[src/rtl/wdt_timer.sv]
module wdt_timer #(
  parameter int CNT_W    = 16,
  parameter int TERMINAL = 65535
) (
  input  logic             clk,
  input  logic             rst_n,
  input  logic             wr_en,
  input  logic             wr_single,
  input  logic [2:0]       wr_idx,
  input  logic [7:0]       wr_data,
  output logic [7:0]       rd_data,
  output logic [CNT_W-1:0] count_o,
  output logic             irq_o,
  output logic             fault_o,
  output logic             fault_flag_o
);
  localparam logic [CNT_W-1:0] TERM_V = CNT_W'(TERMINAL);

  logic run_q, wdog_q;
  logic set_run, set_wdog, at_term, ovf;

  assign set_run  = wr_en && (wr_single ? (wr_idx == 3'd7 && wr_data[0]) : wr_data[7]);
  assign set_wdog = wr_en && (wr_single ? (wr_idx == 3'd4 && wr_data[0]) : wr_data[4]);
  assign at_term  = (count_o == TERM_V);
  assign ovf      = run_q && at_term && !set_run;
  assign rd_data  = {run_q, 2'b00, wdog_q, 4'b0000};

  always_ff @(posedge clk or negedge rst_n) begin
    if (!rst_n) begin
      run_q  <= 1'b0;
      wdog_q <= 1'b0;
    end else begin
      run_q  <= run_q | set_run;
      wdog_q <= wdog_q | set_wdog;
    end
  end

  always_ff @(posedge clk or negedge rst_n) begin
    if (!rst_n)         count_o <= '0;
    else if (set_run)   count_o <= '0;
    else if (run_q)     count_o <= at_term ? '0 : count_o + 1'b1;
  end

  always_ff @(posedge clk or negedge rst_n) begin
    if (!rst_n) begin
      irq_o        <= 1'b0;
      fault_o      <= 1'b0;
      fault_flag_o <= 1'b0;
    end else begin
      irq_o        <= ovf && !wdog_q;
      fault_o      <= ovf && wdog_q;
      fault_flag_o <= fault_flag_o | (ovf && wdog_q);
    end
  end
endmodule


[config.mk]
export PLATFORM = sky130hd
export DESIGN_NAME = wdt_timer
export DESIGN_NICKNAME = d
export VERILOG_FILES = /design/src/rtl/wdt_timer.sv
export SDC_FILE = /design/constraint.sdc
export NUM_CORES = 1
export LEC_CHECK = 0
export ABC_AREA = 1
export ABC_CLOCK_PERIOD_IN_PS = 1700
export BUFFER_PORTS_ARGS = -buffer_cell sky130_fd_sc_hd__clkbuf_2
export CORE_MARGIN = 1.5
export CORE_UTILIZATION = 25
export DETAILED_ROUTE_END_ITERATION = 8
export PLACE_DENSITY = 0.46
export SLEW_MARGIN = 10
export SYNTH_ARGS = -nofsm -noshare
export SYNTH_HDL_FRONTEND = slang
export SYNTH_SLANG_ARGS = --single-unit
[constraint.sdc]
create_clock -name clk -period 1.7 [get_ports clk]
set_clock_uncertainty 0.05 [all_clocks]
set_input_delay 0.34 -clock clk [delete_from_list [all_inputs] [get_ports clk]]
set_output_delay 0.34 -clock clk [all_outputs]
set_load 0.05 [all_outputs]
==> metrics <==
status finished, violations left; violated checks hold timing; crit share post-route 0.905; drc violations 0; yosys warns 0; DR iter-0 viols 37; starting density of the core 0.261; CTS H-tree lvls 1; Detailed Routing Iterations Pass 1 4; Worst-Margin Slew roughly 0.54 ns; register bit count reported by yosys 21; vias per cell a little over 4; Detail Route Antenna Nets 0; WS Path Type register to register; Clock Path Buffers 2; share of cells above drive strength 1 0.276; number of global-route vias before repair slightly above 1,000; ys async rst share 1.00; Num CTS Buffers 3; Post-Layout Cell Count 291; Multi-input gate area approximately 700 sq um; post-synth top area cell dfrtp_1; area of the die between 5000 and 6000 sq um; clk slew on worst S/H paths about 0.08 ns; Setup-failing EPs final 0; # hold bufs at CTS 0; Worst EP required 1.81 ns; Worst VDD drop just over 0.0005 V; clock root buffer master clkbuf_8; global-route wire length before repair ~5.2 mm; pin count of the biggest net entering global routing 22; Crit path arrival time between 1.5 and 2 ns; sequential fraction of the synthesis area 0.389; PortBufs 30; boundary pin count 42; Die Ht between 70 and 80 microns; routed length per placed instance between 10 and 15 microns; WHS -0.00397 ns; Hold Vio Cnt, Final 21; DP HPWL 2.34 mm; Rows 26; most frequent cells in the layout 61 x nand2_1, 30 x clkbuf_2, 19 x inv_1, 19 x dfrtp_1, 17 x nor2_1; Tmin final around 1.5 ns; clk_lat worst skew 0.26 ns; setup TNS 0 ns; initial antenna violation count 0; Layout area overhead 19.8%; ys flop type dfrtp_1; filler instances between 500 and 600; Synth top area share 0.389; Placer Congestion ~0.79; # nets final 238; DRT Wirelength between 3 and 4 mm; placed cells approximately 280; Slew Viols, Final 0; Max-Cap Viols 0; Leak ~0.86 nW; top cells by area, synth dfrtp_1 39%, nand2_1 17%, nand3_1 5.6%; FF/Latch Area roughly 530 sq um; P per Cell Area roughly 900 nW/um^2; worst-path fanout max 5; Slew HR 0.643; DR vias 1,200; Worst Setup Start Kind register; Mapped Avg Cell Area just over 7 sq um; n_diodes 0; Core Box Area around 5200 sq um; commonest non-fill, non-tap cell in the layout nand2_1; GR Overflow Total 0; cells after synthesis ~190; worst min path class input pin to async pin; synthesized area approximately 1400 sq um; Fmax around 0.65 GHz; Worst Setup End Kind register; Clock Sinks 21; GRT Overall Usage 0.110; unique cell type count in the Yosys netlist 28; Die Span X 76.6 microns; number of synthesized flops with an enable pin 0; RSZ-0062 raised after global routing no; CTS tree done
[state kept, by name, summed over array words and instances, names as in the netlist]
signal / count
fault_o: 1
irq_o: 1
run_q: 1
count_o: 16
wdog_q: 1
fault_flag_o: 1
[stage by stage]
step	cell area [sq um]	setup WS [ns]	total power, W	hold slack [ns]	util
2_1_floorplan	1370	0.0695	0.000992	-0.00559	-
3_3_place_gp	1550	0.138	0.00109	0.303	0.299
3_5_place_dp	1550	0.125	0.00110	0.305	0.299
4_1_cts	1590	0.112	0.00144	0.0113	0.308
5_1_grt	1620	0.00545	0.00155	0.0516	0.313
6_report	1620	0.162	0.00145	-0.00397	0.313
[layer usage]
layer  wire length [microns]  share of wire  global-route usage  up-vias
met2                    1300           0.43               0.166       30
li1                        -              -                   -      643
met5                       0              0                   0        -
met1                    1590           0.52               0.158      525
met4                      17         0.0056              0.0333        0
met3                     136          0.045              0.0216        2
[synthesized netlist by cell type (2+ instances only)]
library cell / count
nand2_1: 61
dfrtp_1: 21
inv_1: 19
nor2_1: 17
nand3_1: 15
buf_4: 9
nor2_2: 6
o21ai_0: 6
nand4_1: 5
inv_2: 4
nand2_2: 3
xor2_1: 3
nand3_2: 2
nor2_4: 2
[cells by family (layout without fill, tap and decap cells)]
kind of cell / after synthesis / count (layout) / share of synthesized area
simple gates: 115 / 115 / 0.390
xor+xnor: 3 / 3 / 0.0194
other cells: 1 / 6 / 0.00277
compound gates: 13 / 13 / 0.0675
buf+inv: 33 / 62 / 0.122
fa+ha+maj: 1 / 1 / 0.00925
flops: 21 / 21 / 0.389
[cell type report]
class,instances,share of cell area
Timing Repair Buffer,35,0.116
Tap cell,70,0.0541
Clock buffer,4,0.0278
Multi-Input combinational cell,138,0.423
Sequential cell,21,0.326
Inverter,23,0.0533
[path summary, 6_finish.rpt]
| check | endpoint | from | depth (start not counted) | slack [ns] |
|---|---|---|---|---|
| hold / removal | count_o[2] | rst_n | 1 | -0.004 |
| setup / recovery | count_o[11] | count_o[1] | 10 | 0.16 |
| hold reg to reg | irq_o | wdog_q | 1 | 0.40 |
| min in group clk | wdog_q | wr_en | 3 | 0.31 |
| max in group asynchronous | count_o[0] | rst_n | 1 | 1.22 |
| setup reg to reg | count_o[11] | count_o[1] | 10 | 0.16 |
[power breakdown]
group | switching, W | total [W] | internal (W) | leakage [nW]
combinational | 0.000345 | 0.000494 | 0.000148 | 0.564
clock | 0.000166 | 0.000333 | 0.000167 | 0.0228
sequential | 0.0000728 | 0.000628 | 0.000555 | 0.273
[critical path: stages, from the launching register on]
cell	delay, ns
dfrtp_2	0.40
ha_1	0.19
nand3_1	0.14
inv_2	0.12
nand2_2	0.10
nor2_2	0.11
nand2_1	0.07
nand2_2	0.11
nor2_1	0.06
nand2_1	0.05
nand2_1	0.05
[timing repair]
action                                  CTS  global route
endpoints found under the hold margin     0             0
setup buffers                             0             3
gates resized for setup                   0             1
endpoints found under the setup margin    0             4
(Power assumes the default switching activity.)
